--- config.mk ---
export PLATFORM = sky130hd
export DESIGN_NAME = lvd_ctrl
export DESIGN_NICKNAME = d
export VERILOG_FILES = /design/src/rtl/lvd_pkg.sv /design/src/rtl/lvd_sync.sv /design/src/rtl/lvd_qual.sv /design/src/rtl/lvd_regs.sv /design/src/rtl/lvd_ctrl.sv
export SDC_FILE = /design/constraint.sdc
export NUM_CORES = 1
export LEC_CHECK = 0
export ABC_CLOCK_PERIOD_IN_PS = 1520
export BUFFER_PORTS_ARGS = -buffer_cell sky130_fd_sc_hd__buf_2
export CORE_MARGIN = 1.5
export CORE_UTILIZATION = 49
export DETAILED_ROUTE_END_ITERATION = 10
export HOLD_SLACK_MARGIN = 0.12
export PLACE_DENSITY = 0.71
export SLEW_MARGIN = 0
export SYNTH_ARGS = -nofsm -noshare
export SYNTH_HDL_FRONTEND = slang
export SYNTH_SLANG_ARGS = --single-unit
--- constraint.sdc ---
create_clock -name clk -period 1.52 [get_ports clk]
set_input_delay 0.076 -clock clk [delete_from_list [all_inputs] [get_ports clk]]
set_output_delay 0.076 -clock clk [all_outputs]
set_load 0.01 [all_outputs]
--- src/rtl/lvd_pkg.sv ---
// Package: shared register addresses, bit positions and control type for
// the supply threshold detect controller. Assumes a byte-wide register bus.
package lvd_pkg;
    localparam int REG_W      = 8;
    localparam logic ADDR_CTRL = 1'b0;
    localparam logic ADDR_IRQ  = 1'b1;

    // control register bit positions
    localparam int CB_EN   = 7;
    localparam int CB_SRC  = 2;
    localparam int CB_ACT  = 1;
    localparam int CB_LVL  = 0;

    // interrupt register bit positions
    localparam int IB_FLAG = 0;
    localparam int IB_MASK = 1;

    typedef struct packed {
        logic en;       // detector enabled
        logic src_ext;  // 1: external input monitored
        logic act_rst;  // 1: reset request on detection
    } ctrl_t;
endpackage

--- src/rtl/lvd_sync.sv ---
// Module: multi-stage synchroniser bringing an asynchronous comparator bit
// into the clock domain. Assumes the input is quasi-static relative to clk.
module lvd_sync #(
    parameter int STAGES = 2
) (
    input  logic clk,
    input  logic rst_n,
    input  logic d_i,
    output logic q_o
);
    logic [STAGES-1:0] chain_q;

    // shift the input through the flop chain
    always_ff @(posedge clk) begin
        if (!rst_n) chain_q <= '0;
        else        chain_q <= {chain_q[STAGES-2:0], d_i};
    end

    assign q_o = chain_q[STAGES-1];
endmodule

--- src/rtl/lvd_qual.sv ---
// Module: settling timer and pulse-width qualifier. After en_i rises it
// ignores the input for SETTLE_CYC cycles, then accepts a new state only
// after it has held QUAL_CYC cycles. det_o pulses on a qualified move to
// "below". Assumes lvl_i is already synchronised.
module lvd_qual #(
    parameter int SETTLE_CYC = 10,
    parameter int QUAL_CYC   = 200
) (
    input  logic clk,
    input  logic rst_n,
    input  logic en_i,
    input  logic lvl_i,
    output logic settled_o,
    output logic lvl_q_o,
    output logic det_o
);
    localparam int SW = $clog2(SETTLE_CYC + 1);
    localparam int QW = $clog2(QUAL_CYC + 1);
    localparam logic [SW-1:0] SETTLE_LAST = SW'(SETTLE_CYC - 1);
    localparam logic [QW-1:0] QUAL_LAST   = QW'(QUAL_CYC - 1);

    logic [SW-1:0] settle_cnt;
    logic [QW-1:0] qual_cnt;
    logic          settled_q;
    logic          lvl_q;
    logic          det_q;
    logic          qual_done;

    assign qual_done = settled_q && (lvl_i != lvl_q) && (qual_cnt == QUAL_LAST);

    // settling window counter, restarted whenever the detector is disabled
    always_ff @(posedge clk) begin
        if (!rst_n || !en_i) begin
            settle_cnt <= '0;
            settled_q  <= 1'b0;
        end else if (!settled_q) begin
            if (settle_cnt == SETTLE_LAST) settled_q <= 1'b1;
            else                           settle_cnt <= settle_cnt + 1'b1;
        end
    end

    // persistence counter and qualified level, frozen until settled
    always_ff @(posedge clk) begin
        if (!rst_n || !en_i || !settled_q) begin
            qual_cnt <= '0;
            lvl_q    <= 1'b0;
        end else if (lvl_i == lvl_q) begin
            qual_cnt <= '0;
        end else if (qual_done) begin
            qual_cnt <= '0;
            lvl_q    <= lvl_i;
        end else begin
            qual_cnt <= qual_cnt + 1'b1;
        end
    end

    // one-cycle pulse on a qualified falling crossing
    always_ff @(posedge clk) begin
        if (!rst_n || !en_i) det_q <= 1'b0;
        else                 det_q <= qual_done && lvl_i;
    end

    assign settled_o = settled_q;
    assign lvl_q_o   = lvl_q;
    assign det_o     = det_q;

    // no detection while the settling window is open
    p_quiet_unsettled_r3: assert property (@(posedge clk) disable iff (!rst_n)
        !settled_q |=> !det_q);
    // qualified level changes only after a full persistence count
    p_qual_hold_r4: assert property (@(posedge clk) disable iff (!rst_n)
        ($past(en_i) && $past(settled_q) && !$stable(lvl_q))
            |-> ($past(qual_cnt) == QUAL_LAST));
    // disable drops the settled state
    p_disable_unsettle_r9: assert property (@(posedge clk) disable iff (!rst_n)
        !en_i |=> !settled_q && !lvl_q);
endmodule

--- src/rtl/lvd_regs.sv ---
// Module: register file and request logic. Holds the control bits, the
// interrupt flag and mask, and converts detections into an interrupt flag
// or a reset pulse. Assumes det_i is a single-cycle pulse.
module lvd_regs
    import lvd_pkg::*;
(
    input  logic             clk,
    input  logic             rst_n,
    input  logic             bus_wr,
    input  logic             bus_addr,
    input  logic [REG_W-1:0] bus_wdata,
    output logic [REG_W-1:0] bus_rdata,
    input  logic             lvl_i,
    input  logic             det_i,
    output ctrl_t            ctrl_o,
    output logic             irq_o,
    output logic             rst_req_o
);
    ctrl_t ctrl_q;
    logic  mask_q;
    logic  flag_q;
    logic  rst_req_q;
    logic  wr_ctrl;
    logic  wr_irq;

    assign wr_ctrl = bus_wr && (bus_addr == ADDR_CTRL);
    assign wr_irq  = bus_wr && (bus_addr == ADDR_IRQ);

    // control register updates
    always_ff @(posedge clk) begin
        if (!rst_n) begin
            ctrl_q <= '0;
        end else if (wr_ctrl) begin
            ctrl_q.en      <= bus_wdata[CB_EN];
            ctrl_q.src_ext <= bus_wdata[CB_SRC];
            ctrl_q.act_rst <= bus_wdata[CB_ACT];
        end
    end

    // interrupt flag, mask and reset pulse; a detection wins over a clear
    always_ff @(posedge clk) begin
        if (!rst_n) begin
            mask_q    <= 1'b1;
            flag_q    <= 1'b0;
            rst_req_q <= 1'b0;
        end else begin
            rst_req_q <= 1'b0;
            if (wr_irq) begin
                mask_q <= bus_wdata[IB_MASK];
                if (!bus_wdata[IB_FLAG]) flag_q <= 1'b0;
            end
            if (!ctrl_q.en) begin
                flag_q <= 1'b0;
            end else if (det_i) begin
                if (ctrl_q.act_rst) rst_req_q <= 1'b1;
                else                flag_q    <= 1'b1;
            end
        end
    end

    // combinational read mux
    always_comb begin
        bus_rdata = '0;
        if (bus_addr == ADDR_CTRL) begin
            bus_rdata[CB_EN]  = ctrl_q.en;
            bus_rdata[CB_SRC] = ctrl_q.src_ext;
            bus_rdata[CB_ACT] = ctrl_q.act_rst;
            bus_rdata[CB_LVL] = lvl_i;
        end else begin
            bus_rdata[IB_FLAG] = flag_q;
            bus_rdata[IB_MASK] = mask_q;
        end
    end

    assign ctrl_o    = ctrl_q;
    assign irq_o     = flag_q && !mask_q;
    assign rst_req_o = rst_req_q;

    // the flag rises only from an interrupt-mode detection
    p_flag_src_r5: assert property (@(posedge clk) disable iff (!rst_n)
        $rose(flag_q) |-> $past(det_i && ctrl_q.en && !ctrl_q.act_rst));
    // reset request lasts one cycle
    p_rst_pulse_r6: assert property (@(posedge clk) disable iff (!rst_n)
        rst_req_q |=> !rst_req_q);
    // reset-mode detection produces the reset pulse
    p_rst_mode_r6: assert property (@(posedge clk) disable iff (!rst_n)
        (det_i && ctrl_q.en && ctrl_q.act_rst) |=> rst_req_q);
    // disabled detector holds no pending request
    p_disable_clear_r9: assert property (@(posedge clk) disable iff (!rst_n)
        !ctrl_q.en |=> !flag_q);
endmodule

--- src/rtl/lvd_ctrl.sv ---
// Module: top of the supply threshold detect controller. Synchronises both
// comparator bits, selects one, qualifies it and drives interrupt or reset
// requests. Assumes CLK_HZ is the clk frequency; times are in microseconds.
module lvd_ctrl #(
    parameter int CLK_HZ    = 20_000_000,
    parameter int SETTLE_US = 10,
    parameter int QUAL_US   = 200,
    parameter int SYNC_STG  = 2
) (
    input  logic       clk,
    input  logic       rst_n,
    input  logic       bus_wr,
    input  logic       bus_addr,
    input  logic [7:0] bus_wdata,
    output logic [7:0] bus_rdata,
    input  logic       cmp_vdd_low,
    input  logic       cmp_ext_low,
    output logic       irq_o,
    output logic       rst_req_o
);
    import lvd_pkg::*;

    localparam longint SETTLE_RAW = (longint'(CLK_HZ) * SETTLE_US) / 1_000_000;
    localparam longint QUAL_RAW   = (longint'(CLK_HZ) * QUAL_US) / 1_000_000;
    localparam int SETTLE_CYC = (SETTLE_RAW < 1) ? 1 : int'(SETTLE_RAW);
    localparam int QUAL_CYC   = (QUAL_RAW < 1) ? 1 : int'(QUAL_RAW);

    logic  [1:0] raw_low;
    logic  [1:0] sync_low;
    logic        sel_low;
    logic        settled;
    logic        lvl_q;
    logic        det;
    ctrl_t       ctrl;

    assign raw_low = {cmp_ext_low, cmp_vdd_low};

    // one synchroniser per comparator so a source switch sees settled data
    for (genvar g = 0; g < 2; g++) begin : g_sync
        lvd_sync #(.STAGES(SYNC_STG)) sync_i (
            .clk  (clk),
            .rst_n(rst_n),
            .d_i  (raw_low[g]),
            .q_o  (sync_low[g])
        );
    end

    assign sel_low = ctrl.src_ext ? sync_low[1] : sync_low[0];

    lvd_qual #(.SETTLE_CYC(SETTLE_CYC), .QUAL_CYC(QUAL_CYC)) qual_i (
        .clk      (clk),
        .rst_n    (rst_n),
        .en_i     (ctrl.en),
        .lvl_i    (sel_low),
        .settled_o(settled),
        .lvl_q_o  (lvl_q),
        .det_o    (det)
    );

    lvd_regs regs_i (
        .clk      (clk),
        .rst_n    (rst_n),
        .bus_wr   (bus_wr),
        .bus_addr (bus_addr),
        .bus_wdata(bus_wdata),
        .bus_rdata(bus_rdata),
        .lvl_i    (lvl_q),
        .det_i    (det),
        .ctrl_o   (ctrl),
        .irq_o    (irq_o),
        .rst_req_o(rst_req_o)
    );

    // interrupt line never active while the detector is off
    p_irq_needs_en_r7: assert property (@(posedge clk) disable iff (!rst_n)
        (irq_o && !$past(irq_o)) |-> $past(ctrl.en));
    // no reset request before settling completes
    p_rst_after_settle_r3: assert property (@(posedge clk) disable iff (!rst_n)
        rst_req_o |-> $past(settled, 2));
endmodule

==> results of run 1 <==
==> state kept, by name (all words and copies together) (netlist names) <==
| name | flops |
|---|---|
| qual_i.qual_cnt | 12 |
| qual_i.det_o | 1 |
| qual_i.settled_o | 1 |
| regs_i.mask_q | 1 |
| g_sync.sync_i.chain_q | 4 |
| regs_i.ctrl_o | 3 |
| regs_i.flag_q | 1 |
| regs_i.rst_req_o | 1 |
| qual_i.settle_cnt | 8 |
| qual_i.lvl_q_o | 1 |
==> cell families (layout without fill, tap and decap cells) <==
group           count (synthesis)  after routing  synth area share (%)
buf+inv                        10             49                  4.32
fa+ha+maj                       2              2                  1.80
flops                          33             33                  47.5
other cells                     1              4                 0.270
xor+xnor                       15             15                  9.44
mux                             7              7                  5.22
simple gates                   71             71                  26.8
compound gates                 10             10                  4.68
==> layer usage <==
metal	vias to the layer above	GRT usage (%)	part of all wire [%]
met5	-	0	0
met4	0	11.6	2.5
met3	7	5.76	2.8
met2	16	32.9	51
met1	510	21.9	44
li1	575	-	-
==> cell type report <==
| type | count | area, um^2 |
|---|---|---|
| Fill cell | 227 | 952 |
| Multi-Input combinational cell | 109 | 729 |
| Sequential cell | 33 | 663 |
| Timing Repair Buffer | 37 | 265 |
| Clock buffer | 7 | 65.1 |
| Tap cell | 31 | 38.8 |
| Inverter | 4 | 15.0 |
| Clock inverter | 1 | 5.00 |
==> worst max-delay path, stage by stage (launching register included) <==
cell and delay, ps:
dfxtp_2 350, ha_4 170, and4bb_2 240, a41oi_4 310, a21oi_2 90, a31o_2 220
==> power groups by stage <==
stage | combinational, uW | clock, uW | sequential [uW]
after floorplan | 43.2 | 0 | 900
after global placement | 60.4 | 0 | 901
after detailed placement | 62.2 | 0 | 901
after CTS | 83.1 | 559 | 881
after global routing | 94.1 | 597 | 884
final | 84.1 | 543 | 882
==> worst paths after layout <==
kind	slack (ps)	endpoint	depth (start not counted)	startpoint
max	40	qual_i.settle_cnt[2]$_SDFFE_PP0P_	5	qual_i.settle_cnt[1]$_SDFFE_PP0P_
min	150	regs_i.flag_q$_SDFF_PP0_	4	bus_wr
max reg2reg	40	qual_i.settle_cnt[2]$_SDFFE_PP0P_	5	qual_i.settle_cnt[1]$_SDFFE_PP0P_
min reg2reg	460	g_sync[1].sync_i.chain_q[1]$_SDFF_PN0_	1	g_sync[1].sync_i.chain_q[0]$_SDFF_PN0_
==> Yosys cell counts, types with 2 or more instances <==
library cell	instances	area share, %
buf_4	4	2.2
nand2_1	8	2.2
mux2i_1	5	3.6
or3_1	2	0.90
nor4_1	2	0.90
nand2b_1	3	1.3
xor2_1	2	1.3
a21oi_1	5	1.8
nor2_1	23	6.2
ha_1	2	1.8
o21ai_0	3	1.1
mux2_2	2	1.6
dfxtp_1	33	47
inv_1	4	1.1
xnor2_1	13	8.2
nor2b_1	7	3.1
and2_1	5	2.2
nand3_1	7	2.5
nor3_1	5	1.8
nand4_1	3	1.3
==> repair_timing <==
item | 4_1_cts | 5_1_grt
hold buffers | 10 | 0
cloned | 0 | 0
endpoints found under the setup margin | 3 | 15
endpoints found under the hold margin | 9 | 0
resized for setup | 3 | 6
pin swaps | 1 | 3
==> per-stage QoR <==
step | setup WS (ps) | hold WS, ps | utilization, % | TNS, ps | instances
finish | 40.0 | 151 | 65.2 | 0 | 222
global route | -38.3 | 195 | 65.2 | -61.7 | 222
CTS | 13.4 | 142 | 64.2 | 0 | 222
detailed placement | -65.5 | 286 | 57.1 | -76.7 | 204
global placement | 9.32 | 287 | 57.1 | 0 | 204
floorplan | 12.7 | 148 | - | 0 | 152
==> results by group, run 1 <==
Worst setup path
  • Worst-path fanout max: 5
  • Critical path type: reg2reg
  • Crit. End Element: register
  • Critical path launch point type: register
  • Critical Path RT: approximately 1800 ps
  • Critical Path AT: between 1500 and 2000 ps

Timing
  • Layout Skew: approximately 5.1 ps
  • Highest clock rate: 676 MHz
  • Final Max Tran Viols: 0
  • Final setup viols: 0
  • Fin crit share: a little under 100%
  • Final Hold Fails: 0
  • RSZ-0062 raised after global routing: true
  • Min Clock Period, post-route: roughly 1500 ps

Route
  • Drt first pass iters: 4
  • DRC errors left: 0
  • Via count: ~1100
  • DR WL/cell: 11.9 um
  • Avg Vias per Cell: roughly 5
  • Initial DRC count: 29
  • Post-route ant nets: 0
  • Final WL: 2.64 mm

Finish
  • Number of nets in the layout: between 200 and 250
  • Share of cells above drive strength 1: between 20 and 25%
  • Most frequent cells in the layout: dfxtp_1, nor2_1, buf_2, xnor2_1, buf_4
  • Post-Layout Inst Area: 0.00178 mm^2
  • Commonest non-fill, non-tap cell in the layout: dfxtp_1
  • Antenna diodes: 0
  • Area Overhead vs Synth: 28.1%

Logic synthesis
  • Most used DFF post-synth: dfxtp_1
  • Gate Count Post-Synth: ~150
  • Syn Area/Cell: between 9 and 10 um^2
  • Mapped cell area: 0.00139 mm^2
  • Post-synth ARST share: 0%
  • Yosys reg bits: 33
  • YS warnings: 0
  • Number of synthesized flops with an enable pin: 0
  • Post-synth cell types: 31
  • Sequential fraction of the synthesis area: 47.5%

Die
  • I/O pins: 24
  • Die Area: ~0.0032 mm^2
  • Starting Density: 50.9%
  • Die W: 56.3 um
  • Core Rows: 19
  • Die Y: about 56 um
  • Core Area: 0.00273 mm^2

Clock tree
  • Clock root buffer master: clkbuf_4
  • Post-CTS setup buffer count: 0
  • CTS Buffer Depth: 2
  • CTS buffer count: 5
  • CTS tree: yes
  • Worst-Skew Late Latency: roughly 330 ps
  • Clock Pin Slew Worst Setup and Hold Paths: roughly 90 ps
  • CTS H-tree lvls: 2
  • Clock Sinks: 33

Job
  • Total of max-cap violations: 0

Global routing
  • Grt ovf: 0
  • Largest net degree at the start of global routing: 13
  • Total track usage: slightly below 20%
  • Global-route wire length before repair: 4.68 mm
  • Vias in the first global route: 1123
  • Antenna violations before repair: 0

Placed design
  • Post-DP HPWL: 1.83 mm
  • Port Buffers: 15
  • Gpl congestion: just under 0.8
  • Placement Cell Area: about 0.0016 mm^2

Pwr
  • Switching Fraction: between 20% and 30%
  • Pwr dens: roughly 850 mW/mm^2
  • VDD IR-drop max: ~840 uV
  • Total power: roughly 1500 uW
  • Sequential power share: about 58%
  • Clock network power share: between 30% and 40%
  • NetSw: roughly 320 uW
  • LEAKAGE: 0.000646 uW
  • Logic pwr share: between 5 and 6%
  • P_int: between 1000 and 1500 uW

Status
  • Outcome: finished, final reports clean

Hold path
  • Type of the most critical hold path: in2reg
Note: power is estimated with default switching activity, not from simulation.
==> run 2, diff against run 1 <==
Settings changed: SYNTH_HIERARCHICAL set to 1.
==> results by group, run 2 <==
Logic synthesis
  • Yosys reg bits: 33 (unchanged)
  • Post-synth top cells: dfxtp_1, nor2_1, nand3_1, xnor2_1, nand2_1 (was dfxtp_1, nor2_1, xnor2_1, nand2_1)
  • Number of synthesized flops with an enable pin: 0 (unchanged)
  • Post-synth cell types: 37 (was 31)
  • Most used DFF post-synth: dfxtp_1 (unchanged)
  • Syn Area/Cell: 9.47 um^2 (was 9.34 um^2)
  • YS warnings: 6 (was 0)
  • Sequential fraction of the synthesis area: 46.2% (was 47.5%)
  • Post-synth top area cell: dfxtp_1 (unchanged)
  • Most common cell in the netlist: dfxtp_1 (unchanged)
  • Ranking of synthesized cells by area: dfxtp_1, xnor2_1, nor2_1 (unchanged)
  • Mapped cell area: 0.00143 mm^2 (was 0.00139 mm^2)
  • Post-synth ARST share: 0% (unchanged)
  • Gate Count Post-Synth: 151 (was 149)
  • Synth top area share: 46.2% (was 47.5%)

Finish
  • Largest registers: qual_i/qual_cnt x12, qual_i/settle_cnt x8, g_sync.sync_i/chain_q x4 (was qual_i.qual_cnt x12, qual_i.settle_cnt x8, g_sync.sync_i.chain_q x4)
  • Non-Filler Instances: 229 (was 222)
  • Number of nets in the layout: 213 (was 206)
  • Post-Layout Inst Area: 0.00185 mm^2 (was 0.00178 mm^2)
  • Max reg flops: 12 (unchanged)
  • Core Util, Final: 67.1% (was 65.2%)
  • Area Overhead vs Synth: 29.3% (was 28.1%)
  • Largest Register: qual_i/qual_cnt (was qual_i.qual_cnt)
  • Most frequent cells in the layout: dfxtp_1, nor2_1, buf_2, buf_4, dlygate4sd3_1 (was dfxtp_1, nor2_1, buf_2, xnor2_1, buf_4)
  • Fillcell total: 219 (was 227)
  • Antenna diodes: 0 (unchanged)
  • Commonest non-fill, non-tap cell in the layout: dfxtp_1 (unchanged)
  • Share of cells above drive strength 1: 26.8% (was 24.6%)

Die
  • I/O pins: 24 (unchanged)
  • Core Area: 0.00276 mm^2 (was 0.00273 mm^2)
  • Core Rows: 19 (unchanged)
  • Die Y: 57.0 um (was 56.3 um)
  • Die Area: 0.00325 mm^2 (was 0.00317 mm^2)
  • Die W: 57.0 um (was 56.3 um)
  • Starting Density: 51.9% (was 50.9%)

Placed design
  • Port Buffers: 15 (unchanged)
  • Place WS: 53.5 ps (was -65.5 ps)
  • Dpl cells: 206 (was 204)
  • Gpl congestion: 0.773 (was 0.792)
  • Post-DP HPWL: 1.79 mm (was 1.83 mm)
  • Placement Cell Area: 0.00160 mm^2 (was 0.00156 mm^2)

Route
  • DR WL met3: 115 um (was 74 um)
  • Drt first pass iters: 4 (unchanged)
  • Post-route ant nets: 0 (unchanged)
  • Initial DRC count: 43 (was 29)
  • DR WL met2: 1.38 mm (was 1.35 mm)
  • Avg Vias per Cell: 5.05 (was 4.99)
  • Met1 wire length: 1.20 mm (was 1.15 mm)
  • DR WL/cell: 12.0 um (was 11.9 um)
  • DRC errors left: 0 (unchanged)
  • Top Metal Used: met4 (unchanged)
  • Via count: 1156 (was 1108)
  • Final WL: 2.75 mm (was 2.64 mm)

Timing
  • RSZ-0062 raised after global routing: true (unchanged)
  • Final Max Tran Viols: 0 (unchanged)
  • Highest clock rate: 687 MHz (was 676 MHz)
  • Setup ws final: 63.8 ps (was 40.0 ps)
  • Layout Skew: 12.6 ps (was 5.12 ps)
  • Final setup viols: 0 (unchanged)
  • Final Hold Fails: 0 (unchanged)
  • Fin crit share: 95.8% (was 97.4%)
  • Hold slack: 224 ps (was 151 ps)
  • Min Clock Period, post-route: 1460 ps (was 1480 ps)

Worst setup path
  • Critical path launch point type: register (unchanged)
  • WP buf/inv: 0 (unchanged)
  • Critical Path AT: 1720 ps (was 1710 ps)
  • Reg2reg start: qual_i/settle_cnt[0]$_SDFFE_PP0P_ (was qual_i.settle_cnt[1]$_SDFFE_PP0P_)
  • Crit path cell chain: ha_1 > and4_4 > a21oi_4 > or3b_1 > a21oi_2 (was ha_4 > and4bb_2 > a41oi_4 > a21oi_2 > a31o_2)
  • Worst-path fanout max: 3 (was 5)
  • Crit. End Element: register (unchanged)
  • Slowest-stage cell, CP: or3b_1 (was dfxtp_2)
  • Critical Path RT: 1790 ps (was 1750 ps)
  • CP delay by family, top: simple AND/OR/NAND/NOR gates (was compound AO/OA/AOI/OAI gates)
  • Slowest stage delay, CP: 370 ps (was 350 ps)
  • Reg-to-reg setup timing slack: 60 ps (was 40 ps)
  • Worst-case reg-to-reg path depth: 5 (unchanged)
  • Critical path type: reg2reg (unchanged)
  • R2r endpoint: qual_i/settle_cnt[3]$_SDFFE_PP0P_ (was qual_i.settle_cnt[2]$_SDFFE_PP0P_)

Pwr
  • LEAKAGE: 0.000727 uW (was 0.000646 uW)
  • VDD IR-drop max: 833 uV (was 843 uV)
  • Pwr dens: 903 mW/mm^2 (was 847 mW/mm^2)

Hold path
  • Hold Path Origin: bus_addr (was bus_wr)
  • Hold path cells: 4 (unchanged)
  • Type of the most critical hold path: in2reg (unchanged)
  • Hold EP: regs_i/flag_q$_SDFF_PN0_ (was regs_i.flag_q$_SDFF_PP0_)

Clock tree
  • CTS buffer count: 5 (unchanged)
  • CTS tree: yes (unchanged)
  • CTS Buffer Depth: 2 (unchanged)
  • Clock root buffer master: clkbuf_4 (unchanged)
  • Clock Sinks: 33 (unchanged)
  • Clock Pin Slew Worst Setup and Hold Paths: 110 ps (was 90 ps)
  • Worst-Skew Late Latency: 340 ps (was 330 ps)
  • CTS H-tree lvls: 2 (unchanged)

Global routing
  • Antenna violations before repair: 0 (unchanged)
  • Global-route wire length before repair: 4.61 mm (was 4.68 mm)
  • Vias in the first global route: 1136 (was 1123)
  • Grt ovf: 0 (unchanged)
  • Total track usage: 18.3% (was 19.6%)
  • Largest net degree at the start of global routing: 13 (unchanged)

Status
  • Outcome: finished, final reports clean (unchanged)

Job
  • Total of max-cap violations: 0 (unchanged)
==> run 2: per-layer routing <==
| layer | vias up | global-route usage [%] |
|---|---|---|
| li1 | 597 | - |
| met1 | 533 | 20.8 |
| met2 | 21 | 31.0 |
| met3 | 5 | 6.12 |
| met4 | 0 | 8.64 |
| met5 | - | 0 |
==> run 2: where the power goes <==
| part | internal (uW) | switching (uW) | total, uW |
|---|---|---|---|
| clock network | 391 | 302 | 692 |
| registers | 876 | 7.61 | 884 |
| logic | 55.1 | 38.8 | 93.9 |
| total | 1320 | 348 | 1670 |
==> run 2: timing repair <==
action                                 in CTS  in global routing
setup endpoints to repair                   0                 13
buffers inserted                            0                  2
gates resized for setup                     0                  6
endpoints found under the hold margin      10                  0
hold buffers                               13                  0
==> run 2: final cells by class <==
class / instances / area (um^2) / area share, %
Multi-Input combinational cell: 112 / 734 / 39.7
Timing Repair Buffer: 42 / 310 / 16.8
Tap cell: 31 / 38.8 / 2.10
Clock inverter: 2 / 37.5 / 2.03
Clock buffer: 6 / 51.3 / 2.77
Inverter: 3 / 11.3 / 0.609
Sequential cell: 33 / 666 / 36.0
==> run 2: how the worst max path moves through the flow <==
stage                                              endpoint  depth (start not counted)                         startpoint
after floorplan           qual_i/settle_cnt[3]$_SDFFE_PP0P_                          5  qual_i/settle_cnt[0]$_SDFFE_PP0P_
after global placement       qual_i/qual_cnt[11]$_SDFF_PP0_                          6      qual_i/qual_cnt[0]$_SDFF_PP0_
after detailed placement      qual_i/qual_cnt[3]$_SDFF_PP0_                          6      qual_i/qual_cnt[1]$_SDFF_PP0_
after CTS                     qual_i/qual_cnt[3]$_SDFF_PP0_                          6      qual_i/qual_cnt[0]$_SDFF_PP0_
after global routing            qual_i/lvl_q_o$_SDFFE_PP0P_                          5      qual_i/qual_cnt[0]$_SDFF_PP0_
final                     qual_i/settle_cnt[3]$_SDFFE_PP0P_                          5  qual_i/settle_cnt[0]$_SDFFE_PP0P_
==> run 2: kinds of logic (layout without fill, tap and decap cells) <==
| logic type | Yosys count | after routing | share of synthesized area (%) |
|---|---|---|---|
| compound gates | 11 | 11 | 5.16 |
| xor+xnor | 14 | 14 | 8.57 |
| fa+ha+maj | 2 | 2 | 1.75 |
| buf+inv | 9 | 53 | 3.94 |
| flops | 33 | 33 | 46.2 |
| mux | 8 | 8 | 6.12 |
| other cells | 1 | 4 | 0.262 |
| simple gates | 73 | 73 | 28.0 |
==> run 2: through the flow <==
step	TNS, ps	total power (uW)
after global routing	-11.2	1730
final	0	1670
after floorplan	0	946
after detailed placement	0	966
after CTS	0	1680
after global placement	0	963
==> run 2: tightest hold or removal path, cell delays in order <==
cell	delay, ps
buf_2	150
nand2_1	90
o21ai_0	80
a21oi_1	130
==> run 3, diff against run 2 <==
Settings changed: RECOVER_POWER set to 100.
==> results by group, run 3 (same netlist as run 2, synthesis figures left out) <==
Finish
  • Largest registers: qual_i/qual_cnt x12, qual_i/settle_cnt x8, g_sync.sync_i/chain_q x4 (unchanged)
  • Number of nets in the layout: 213 (unchanged)
  • Largest Register: qual_i/qual_cnt (unchanged)
  • Antenna diodes: 0 (unchanged)
  • Post-Layout Inst Area: 0.00184 mm^2 (was 0.00185 mm^2)
  • Core Util, Final: 66.8% (was 67.1%)
  • Area Overhead vs Synth: 28.9% (was 29.3%)
  • Most frequent cells in the layout: dfxtp_1, nor2_1, dlygate4sd3_1, buf_2, buf_4 (was dfxtp_1, nor2_1, buf_2, buf_4, dlygate4sd3_1)
  • Commonest non-fill, non-tap cell in the layout: dfxtp_1 (unchanged)
  • Share of cells above drive strength 1: 25.3% (was 26.8%)
  • Max reg flops: 12 (unchanged)

Timing
  • RSZ-0062 raised after global routing: true (unchanged)
  • Final Hold Fails: 0 (unchanged)
  • Highest clock rate: 687 MHz (about the same)
  • Final Max Tran Viols: 0 (unchanged)
  • Fin Setup TNS: 0 ps (unchanged)
  • Min Clock Period, post-route: 1460 ps (about the same)
  • Fin crit share: 95.8% (about the same)
  • Final setup viols: 0 (unchanged)
  • Layout Skew: 12.7 ps (was 12.6 ps)

Worst setup path
  • Reg-to-reg setup timing slack: 60 ps (about the same)
  • Slowest-stage cell, CP: or3b_1 (unchanged)
  • Critical Path RT: 1790 ps (about the same)
  • Worst-path fanout max: 3 (unchanged)
  • WP buf/inv: 0 (unchanged)
  • Critical path type: reg2reg (unchanged)
  • Slowest stage delay, CP: 370 ps (about the same)
  • Crit path cell chain: ha_1 > and4_4 > a21oi_4 > or3b_1 > a21oi_2 (unchanged)
  • CP delay by family, top: simple AND/OR/NAND/NOR gates (unchanged)
  • Crit. End Element: register (unchanged)
  • Critical Path AT: 1720 ps (about the same)
  • Critical path launch point type: register (unchanged)

Clock tree
  • Clock Sinks: 33 (unchanged)
  • CTS buffer count: 5 (unchanged)
  • Clock root buffer master: clkbuf_4 (unchanged)
  • CTS H-tree lvls: 2 (unchanged)
  • CTS Buffer Depth: 2 (unchanged)
  • Clock Pin Slew Worst Setup and Hold Paths: 110 ps (about the same)
  • Worst-Skew Late Latency: 340 ps (about the same)
  • CTS tree: yes (unchanged)

Pwr
  • Total power: 1670 uW (about the same)
  • LEAKAGE: 0.000713 uW (was 0.000727 uW)
  • Pwr dens: 905 mW/mm^2 (was 903 mW/mm^2)
  • VDD IR-drop max: 833 uV (about the same)

Die
  • Starting Density: 51.9% (unchanged)
  • Die Y: 57.0 um (unchanged)
  • I/O pins: 24 (unchanged)
  • Die W: 57.0 um (unchanged)
  • Core Rows: 19 (unchanged)
  • Core Area: 0.00276 mm^2 (unchanged)
  • Die Area: 0.00325 mm^2 (unchanged)

Route
  • Avg Vias per Cell: 5.05 (unchanged)
  • Via count: 1156 (unchanged)
  • DRC errors left: 0 (unchanged)
  • Initial DRC count: 39 (was 43)
  • Post-route ant nets: 0 (unchanged)
  • Final WL: 2.75 mm (about the same)
  • DR WL/cell: 12.0 um (about the same)
  • Drt first pass iters: 4 (unchanged)

Global routing
  • Grt ovf: 0 (unchanged)
  • Total track usage: 18.3% (unchanged)
  • Antenna violations before repair: 0 (unchanged)
  • Global-route wire length before repair: 4.61 mm (unchanged)
  • Vias in the first global route: 1136 (unchanged)
  • Largest net degree at the start of global routing: 13 (unchanged)

Placed design
  • Port Buffers: 15 (unchanged)
  • Post-DP HPWL: 1.79 mm (unchanged)
  • Gpl congestion: 0.773 (unchanged)
  • Placement Cell Area: 0.00160 mm^2 (unchanged)

Status
  • Outcome: finished, final reports clean (unchanged)

Job
  • Total of max-cap violations: 0 (unchanged)

Hold path
  • Type of the most critical hold path: in2reg (unchanged)
run 3: changes by cell type in the layout (fill, tap and decap cells not counted):
cell | before | now
buf_2 | 15 | 13
and2_0 | 0 | 1
clkbuf_1 | 0 | 3
and2_1 | 4 | 3
buf_4 | 14 | 13
run 3: timing repair:
| action | in CTS | in global routing |
|---|---|---|
| setup endpoints to repair | 0 | 13 |
| resized for setup | 0 | 6 |
| endpoints found under the hold margin | 10 | 0 |
| hold buffers | 13 | 0 |
| buffers inserted | 0 | 2 |
run 3: power breakdown:
part           switching, uW  internal [uW]  total (uW)
clock                    302            391         692
combinational           38.8           53.9        92.7
sequential              7.62            876         884
total                    348           1320        1670
run 3: metrics by stage:
step	setup slack, ps	std cells	hold slack [ps]
4_1_cts	38.0	227	188
3_5_place_dp	53.5	206	283
5_1_grt	-11.2	229	278
3_3_place_gp	106	206	282
2_1_floorplan	23.8	154	148
6_report	63.7	229	225
run 3: area by class of cell:
class	instances	area, um^2
sequential	33	666
clock buffer	6	51.3
inverter	3	11.3
timing repair buffer	42	304
multi-input combinational	112	734
fill	219	915
clock inverter	2	37.5
tap	31	38.8
run 3: final timing paths:
check,startpoint,cells past startpoint,to
worst max-delay path,qual_i/settle_cnt[0]$_SDFFE_PP0P_,5,qual_i/settle_cnt[3]$_SDFFE_PP0P_
worst min-delay path,bus_addr,4,regs_i/flag_q$_SDFF_PN0_
worst max register to register,qual_i/settle_cnt[0]$_SDFFE_PP0P_,5,qual_i/settle_cnt[3]$_SDFFE_PP0P_
worst min register to register,g_sync[1].sync_i/chain_q[0]$_SDFF_PN0_,1,g_sync[1].sync_i/chain_q[1]$_SDFF_PN0_
run 3: layer usage:
metal  GRT usage, %  part of all wire (%)  wire (um)  up-vias
met2           31.0                    50       1380       21
met4           8.64                   1.9         51        0
met3           6.12                   4.2        117        5
met5              0                     0          0        -
li1               -                     -          -      597
met1           20.8                    44       1200      533
run 3: worst min-delay path, delay by kind of cell:
family	cells	cell delay [ps]
AO/OA/AOI/OAI	2	210
buffers and inverters	1	150
AND/OR/NAND/NOR	1	90
